--- src/rtl/rot_pkg.sv ---
package rot_pkg;

  typedef enum logic [1:0] {
    ROT_LC = 2'd0,
    ROT_RC = 2'd1,
    ROT_LT = 2'd2,
    ROT_RT = 2'd3
  } rot_kind_e;

  typedef enum logic [1:0] {
    ST_IDLE = 2'd0,
    ST_RD   = 2'd1,
    ST_CALC = 2'd2,
    ST_WR   = 2'd3
  } seq_st_e;

  localparam int FLG_Z = 7;
  localparam int FLG_N = 6;
  localparam int FLG_H = 5;
  localparam int FLG_C = 4;

endpackage

--- src/rtl/rot_decode.sv ---
module rot_decode
  import rot_pkg::*;
#(
  parameter int OP_W    = 8,
  parameter int SEL_W   = 3,
  parameter int MEM_IDX = 6
) (
  input  logic [OP_W-1:0] opcode,
  output logic            op_valid,
  output rot_kind_e       op_kind,
  output logic            op_mem
);
  localparam int KIND_LO = SEL_W;
  localparam int HI_LO   = SEL_W + 2;

  always_comb begin
    op_valid = (opcode[OP_W-1:HI_LO] == '0);
    op_kind  = rot_kind_e'(opcode[KIND_LO+1:KIND_LO]);
    op_mem   = (opcode[SEL_W-1:0] == SEL_W'(MEM_IDX));
  end
endmodule

--- src/rtl/rot_core.sv ---
module rot_core
  import rot_pkg::*;
#(
  parameter int DATA_W = 8
) (
  input  logic [DATA_W-1:0] a,
  input  rot_kind_e         kind,
  input  logic              cin,
  output logic [DATA_W-1:0] res,
  output logic [DATA_W-1:0] flg
);
  localparam int MSB = DATA_W - 1;
  logic cout;

  always_comb begin
    unique case (kind)
      ROT_LC: begin res = {a[MSB-1:0], a[MSB]}; cout = a[MSB]; end
      ROT_RC: begin res = {a[0], a[MSB:1]};     cout = a[0];   end
      ROT_LT: begin res = {a[MSB-1:0], cin};    cout = a[MSB]; end
      default: begin res = {cin, a[MSB:1]};     cout = a[0];   end
    endcase
    flg        = '0;
    flg[FLG_Z] = (res == '0);
    flg[FLG_C] = cout;
  end
endmodule

--- src/rtl/rot_seq.sv ---
module rot_seq
  import rot_pkg::*;
(
  input  logic    clk,
  input  logic    rst_n,
  input  logic    go_mem,
  output seq_st_e state,
  output logic    busy
);
  seq_st_e state_d;

  always_comb begin
    state_d = state;
    unique case (state)
      ST_IDLE: if (go_mem) state_d = ST_RD;
      ST_RD:   state_d = ST_CALC;
      ST_CALC: state_d = ST_WR;
      default: state_d = ST_IDLE;
    endcase
  end

  always_ff @(posedge clk or negedge rst_n) begin
    if (!rst_n) state <= ST_IDLE;
    else        state <= state_d;
  end

  assign busy = (state != ST_IDLE);

  // read is always followed by compute, compute by write
  assert_rd_then_calc_R9: assert property (@(posedge clk) disable iff (!rst_n)
    state == ST_RD |=> state == ST_CALC);
  assert_calc_then_wr_R9: assert property (@(posedge clk) disable iff (!rst_n)
    state == ST_CALC |=> state == ST_WR);
endmodule

--- src/rtl/rot_unit.sv ---
module rot_unit
  import rot_pkg::*;
#(
  parameter int DATA_W  = 8,
  parameter int ADDR_W  = 16,
  parameter int OP_W    = 8,
  parameter int SEL_W   = 3,
  parameter int MEM_IDX = 6
) (
  input  logic              clk,
  input  logic              rst_n,
  input  logic              start,
  input  logic [OP_W-1:0]   opcode,
  input  logic [DATA_W-1:0] reg_operand,
  input  logic [DATA_W-1:0] flags_in,
  input  logic [ADDR_W-1:0] hl_addr,
  output logic [DATA_W-1:0] result,
  output logic [DATA_W-1:0] flags_out,
  output logic              done,
  output logic              busy,
  output logic [ADDR_W-1:0] bus_addr,
  output logic              bus_rd,
  output logic              bus_wr,
  output logic [DATA_W-1:0] bus_wdata,
  input  logic [DATA_W-1:0] bus_rdata
);
  // reset: asynchronous assert, synchronous release
  logic [1:0] rst_pipe;
  logic       rst_s_n;
  always_ff @(posedge clk or negedge rst_n) begin
    if (!rst_n) rst_pipe <= 2'b00;
    else        rst_pipe <= {rst_pipe[0], 1'b1};
  end
  assign rst_s_n = rst_pipe[1];

  logic      op_valid, op_mem;
  rot_kind_e op_kind;
  rot_decode #(.OP_W(OP_W), .SEL_W(SEL_W), .MEM_IDX(MEM_IDX)) u_dec (
    .opcode(opcode), .op_valid(op_valid), .op_kind(op_kind), .op_mem(op_mem)
  );

  logic    accept, go_mem, go_reg;
  seq_st_e state;
  rot_seq u_seq (
    .clk(clk), .rst_n(rst_s_n), .go_mem(go_mem), .state(state), .busy(busy)
  );

  assign accept = start & op_valid & ~busy;
  assign go_mem = accept & op_mem;
  assign go_reg = accept & ~op_mem;

  // captured context for the memory form
  rot_kind_e         kind_q, kind_d;
  logic              cin_q, cin_d;
  logic [ADDR_W-1:0] addr_q, addr_d;
  logic [DATA_W-1:0] opnd_q, opnd_d;
  logic              ctx_en, opnd_en;

  assign ctx_en  = go_mem;
  assign opnd_en = (state == ST_RD);

  always_comb begin
    kind_d = ctx_en  ? op_kind          : kind_q;
    cin_d  = ctx_en  ? flags_in[FLG_C]  : cin_q;
    addr_d = ctx_en  ? hl_addr          : addr_q;
    opnd_d = opnd_en ? bus_rdata        : opnd_q;
  end

  always_ff @(posedge clk or negedge rst_s_n) begin
    if (!rst_s_n) begin
      kind_q <= ROT_LC;
      cin_q  <= 1'b0;
      addr_q <= '0;
      opnd_q <= '0;
    end else begin
      kind_q <= kind_d;
      cin_q  <= cin_d;
      addr_q <= addr_d;
      opnd_q <= opnd_d;
    end
  end

  // shared rotate datapath
  logic              calc;
  logic [DATA_W-1:0] core_a, core_res, core_flg;
  rot_kind_e         core_kind;
  logic              core_cin;

  assign calc = (state == ST_CALC);
  always_comb begin
    core_a    = calc ? opnd_q : reg_operand;
    core_kind = calc ? kind_q : op_kind;
    core_cin  = calc ? cin_q  : flags_in[FLG_C];
  end

  rot_core #(.DATA_W(DATA_W)) u_core (
    .a(core_a), .kind(core_kind), .cin(core_cin), .res(core_res), .flg(core_flg)
  );

  // output registers
  logic [DATA_W-1:0] res_q, res_d, flg_q, flg_d;
  logic              done_q, done_d, out_en;

  assign out_en = go_reg | calc;
  always_comb begin
    res_d  = out_en ? core_res : res_q;
    flg_d  = out_en ? core_flg : flg_q;
    done_d = go_reg | (state == ST_WR);
  end

  always_ff @(posedge clk or negedge rst_s_n) begin
    if (!rst_s_n) begin
      res_q  <= '0;
      flg_q  <= '0;
      done_q <= 1'b0;
    end else begin
      res_q  <= res_d;
      flg_q  <= flg_d;
      done_q <= done_d;
    end
  end

  assign result    = res_q;
  assign flags_out = flg_q;
  assign done      = done_q;
  assign bus_addr  = addr_q;
  assign bus_rd    = (state == ST_RD);
  assign bus_wr    = (state == ST_WR);
  assign bus_wdata = res_q;

  // read and write cycles never overlap
  assert_bus_excl_R9: assert property (@(posedge clk) disable iff (!rst_s_n)
    !(bus_rd && bus_wr));
  // completion is never reported while a sequence is running
  assert_done_not_busy_R8: assert property (@(posedge clk) disable iff (!rst_s_n)
    !(done && busy));
  // write-back goes to the address that was read two cycles earlier
  assert_wr_same_addr_R9: assert property (@(posedge clk) disable iff (!rst_s_n)
    bus_wr |-> (bus_addr == $past(bus_addr, 2)) && $past(bus_rd, 2));
  // flag byte shape on completion
  assert_flag_shape_R7: assert property (@(posedge clk) disable iff (!rst_s_n)
    done |-> (flags_out[3:0] == 4'h0) && !flags_out[FLG_N] && !flags_out[FLG_H]
             && (flags_out[FLG_Z] == (result == '0)));
  // outputs hold while nothing is being computed
  assert_hold_R11: assert property (@(posedge clk) disable iff (!rst_s_n)
    (!$past(go_reg) && !$past(calc)) |-> $stable(result) && $stable(flags_out));
  // a strobe during busy does not produce an early completion
  assert_no_done_mid_R10: assert property (@(posedge clk) disable iff (!rst_s_n)
    (state == ST_RD || state == ST_CALC) |=> !done);
endmodule

--- config.mk ---
export PLATFORM = sky130hd
export DESIGN_NAME = rot_unit
export DESIGN_NICKNAME = d
export VERILOG_FILES = /design/src/rtl/rot_pkg.sv /design/src/rtl/rot_decode.sv /design/src/rtl/rot_core.sv /design/src/rtl/rot_seq.sv /design/src/rtl/rot_unit.sv
export SDC_FILE = /design/constraint.sdc
export NUM_CORES = 1
export LEC_CHECK = 0
export ABC_AREA = 1
export BUFFER_PORTS_ARGS = -buffer_cell sky130_fd_sc_hd__clkbuf_2
export CAP_MARGIN = 15
export CORE_ASPECT_RATIO = 1.1
export CORE_MARGIN = 2
export CORE_UTILIZATION = 51
export CTS_CLUSTER_SIZE = 40
export DETAILED_ROUTE_END_ITERATION = 16
export PLACE_DENSITY = 0.9
export SYNTH_ARGS = -nofsm -noshare
export SYNTH_HDL_FRONTEND = slang
export SYNTH_SLANG_ARGS = --single-unit
--- constraint.sdc ---
create_clock -name clk -period 3.4 [get_ports clk]
set_input_delay 0.34 -clock clk [delete_from_list [all_inputs] [get_ports clk]]
set_output_delay 0.34 -clock clk [all_outputs]
set_load 0.01 [all_outputs]
==> results.md <==
- The flow ran to the end, and the final reports show no timing, DRC or antenna violations.
- Final hold analysis gives a worst-case slack of ~250 ps.
- The number of enable flip-flop cells after synthesis is 0.
- The placed wire-length estimate is between 3 and 4 mm.
- The later pin in the worst-skew pair is clocked with a latency of between 200 and 300 ps.
- The most common cell in the netlist is sky130_fd_sc_hd__nand2_1.
- For this run, design rule violations remaining after detail routing come to 0.
- TritonCTS built the clock tree.
- Setup repair after global routing left no endpoint under its margin.
- The total wirelength of the detailed-routed design is ~4.3 mm.
- The category of the worst setup path launch point is a register.
- Measured against its own limit, the worst slew margin works out to between 30 and 40%.
- The number of buffers added by the clock tree synthesis step is 5.
- For this design the static power due to leakage is 1.56 nW.
- Global routing used about 4.8% of the available met3 tracks.
- At the pin with the least slew margin, the transition time is about 920 ps.
- The routing usage on met1 is ~22%.
- Synthesis inferred 42 register bits.
- The power per unit of standard cell area is around 770 nW/µm².
- After detailed routing, the number of vias per cell comes to approximately 4.8.
- In this run, the number of DRC markers left after iteration 0 of detailed routing was between 100 and 150.
- The antenna violation net count after detailed routing is 0.
- The number of cells on the worst reg-to-reg path is 8.
- The largest clock skew in the final design is ~2.2 ps.
- The routed design could run at a clock period as short as ~2300 ps.
- The first-pass iteration count of the detailed router is 4.
- The antenna diode count is 0.
- The number of standard cells after synthesis is between 200 and 250.
- The critical path is of the reg -> reg type.
- The worst setup path is captured at a register.
- IR analysis of the VDD net gives a maximum drop of 0.000313 V.
- The count of boundary I/O pins is between 90 and 100.
- The starting density of the core is about 52%.
- Input and output buffers added on the ports amount to 81.
- The chip width is roughly 67 µm.
- The arrival time at the worst endpoint is about 2500 ps.
- The post-synthesis instance area is 2210 µm².
- The final critical-path share of the clock period is around two thirds.
- Averaged over all synthesized cells, the footprint is between 9 and 10 µm².
- The total count of hold-check failures in the final report is 0.
- The area of the core is about 4200 µm².
- The post-route netlist has 38.3% of its cells at a drive strength greater than 1.
- By area the synthesized netlist is led by sky130_fd_sc_hd__dfrtp_1 (48%), sky130_fd_sc_hd__nand2_1 (13%), sky130_fd_sc_hd__mux2_4 (12%).
- For this run the aggregate overflow at the end of global routing stands at 0.
- In this run the critical register-to-register path is captured at u_seq.state[0].
- The required time of the critical path is between 3000 and 4000 ps.
- The share of synthesized area in the top cell type comes to around 48%.
- The cell at the root of the clock tree is sky130_fd_sc_hd__clkbuf_8.
- The wire length of the first global-routing pass is 7.15 mm.
- The count of vias placed by the detailed router is between 1,500 and 2,000.
- The critical path goes through inv_1 -> ha_1 -> inv_2 -> nor2_4 -> nand4_2 -> nand2_1 -> o211ai_1 -> o21ai_0.
- The area enclosed by the die boundary is between 4000 and 5000 µm².
- The met2 layer usage reported by global route is approximately a third.
- The number of antenna violations at the first check in global routing is 0.
- After synthesis, the share of flip-flops with an asynchronous set or reset is 100%.
- The sequential element share of the synthesized area is between 40 and 50%.
- The growth of design area from synthesis to finish is 19.2%.
- The cell with the largest stage delay on the worst path is sky130_fd_sc_hd__nand4_2.
- The number of max-slew violations in the final report was 0.
- The layer flagged by global routing as most heavily used is met2.
- Entering global routing, the biggest net connects 41 pins.
- Clock-pin slew was measured on the worst setup and hold paths at 80 ps.
- The critical path launch point is u_seq.state[1].
- The number of gates resized after CTS was 0.
- The critical register-to-register path startpoint is u_seq.state[1].
- For this run, the share of the core covered by cells in the final layout is slightly above 60%.
- The worst path buffer plus inverter count is 2.
- In this run the deepest clock path goes through 2 buffers.
- The routability-driven placement congestion ratio is approximately 0.85.
- Max-cap violations in this run came to 0.
- For flop-to-flop paths, the worst setup slack is 1090 ps.
- The via count of the first global-routing pass is about 1,700.
- The final routed wire length divided by cell count is roughly 12 µm.
- The site row count is 25.
- The worst hold path belongs to the class in -> reg.
- The leading area contributor after synthesis is sky130_fd_sc_hd__dfrtp_1.
- The die span in y is about 73 µm.
- The kind of cell with the highest combined delay on the critical path is simple AND/OR/NAND/NOR gates.
- The total clock sinks is between 40 and 50.
- During synthesis, Yosys emitted a total of 0 warnings.
- The top flip-flop cell by instance count after synthesis is sky130_fd_sc_hd__dfrtp_1.
- In the final timing run, aggregate negative setup slack is 0 ps.
- The end point of the worst hold path is opnd_q[1].
- After synthesis, the most frequently instantiated cells are sky130_fd_sc_hd__nand2_1 (77), sky130_fd_sc_hd__dfrtp_1 (42), sky130_fd_sc_hd__inv_1 (22), sky130_fd_sc_hd__o21ai_0 (18), sky130_fd_sc_hd__mux2_4 (17).
- Setup violations remaining at the end of the flow were counted as 0.
- The netlist uses 23 different library cells.
- Along the worst path, the maximum fanout reaches 21.
- The startpoint identified for the worst hold timing path is bus_rdata[1].
- The final layout net count is between 300 and 400.
- The number of H-tree branching levels is 2.
- Global routing consumed, over all layers together, 19.8% of the routing resources.
- The largest incremental delay on the critical path is just over 700 ps.
- Static timing analysis puts the maximum clock frequency at about 0.43 GHz.
- The worst hold path cell count is 3.
## worst min-delay path, delay by kind of cell
kind	cells	cell delay, ps
simple gates	1	30
buf+inv	1	80
compound gates	1	60
## routing by layer
metal,part of all wire (%),vias up
li1,-,865
met1,39,807
met2,51,57
met3,5.6,14
met4,4.0,0
met5,0,-
## placed cells by master, fill, tap and decap left out
cell                             n
sky130_fd_sc_hd__o21ai_1         1
sky130_fd_sc_hd__mux2_2          1
sky130_fd_sc_hd__nor2_2          3
sky130_fd_sc_hd__o21ai_0        18
sky130_fd_sc_hd__inv_4           1
sky130_fd_sc_hd__ha_1            4
sky130_fd_sc_hd__nand4_2         1
sky130_fd_sc_hd__clkbuf_2       81
sky130_fd_sc_hd__nor2_4          1
sky130_fd_sc_hd__clkinv_2        2
sky130_fd_sc_hd__mux2_4         17
sky130_fd_sc_hd__dlygate4sd3_1   1
sky130_fd_sc_hd__bufinv_16       1
sky130_fd_sc_hd__conb_1          7
sky130_fd_sc_hd__inv_2           2
sky130_fd_sc_hd__dfrtp_1        41
sky130_fd_sc_hd__nand2_2         3
sky130_fd_sc_hd__inv_1          22
sky130_fd_sc_hd__dfrtp_2         1
sky130_fd_sc_hd__nor2_1          8
sky130_fd_sc_hd__nand4_1         1
sky130_fd_sc_hd__o211ai_1        1
sky130_fd_sc_hd__nand3_1         9
sky130_fd_sc_hd__clkbuf_8        5
sky130_fd_sc_hd__a31oi_1         2
sky130_fd_sc_hd__nand2_1        77
## sequential cells by signal, summed over array words and instances, names as in the netlist
name         cells
flags_out        2
rst_pipe         2
kind_q           2
cin_q            1
done             1
opnd_q           8
bus_wdata        8
bus_addr        16
u_seq.state      2
## how the worst max path moves through the flow
stage	to	slack, ps	cells after the start
2_1_floorplan	bus_addr[10]	1860	7
3_3_place_gp	bus_addr[9]	1180	6
3_5_place_dp	u_seq.state[0]	1070	8
4_1_cts	u_seq.state[0]	1030	8
5_1_grt	u_seq.state[0]	850	8
6_report	u_seq.state[0]	1090	8
## power by group
part           internal, mW  total (mW)  switching [mW]
clock                 0.216       0.384           0.168
sequential            0.659       0.751          0.0913
combinational         0.342       0.880           0.538
## cells by family after synthesis
group / Yosys count / synth area share (%)
simple gates: 103 / 19.6
buf+inv: 47 / 12.9
flops: 42 / 47.6
compound gates: 22 / 5.22
mux: 18 / 12.1
fa+ha+maj: 4 / 2.27
other cells: 2 / 0.340
## layout make-up
type | instances | area (µm²)
sequential | 42 | 1050
timing repair buffer | 82 | 415
clock inverter | 3 | 40.0
tap | 54 | 67.6
clock buffer | 5 | 68.8
multi-input combinational | 154 | 890
inverter | 25 | 96.3
fill | 399 | 1590
## per-stage QoR
| step | area (µm²) | power (mW) | setup slack [ps] | std cells |
|---|---|---|---|---|
| floorplan | 2220 | 1.48 | 1860 | 243 |
| global placement | 2510 | 1.61 | 1180 | 356 |
| detailed placement | 2510 | 1.64 | 1070 | 356 |
| CTS | 2630 | 2.03 | 1030 | 365 |
| global route | 2630 | 2.20 | 849 | 365 |
| finish | 2630 | 2.01 | 1090 | 365 |
## what timing repair did
action / 4_1_cts / 5_1_grt
setup buffers: 0 / 0
hold buffers: 1 / 0
hold endpoints to repair: 2 / 0
Power figures use the tool's default switching activity.
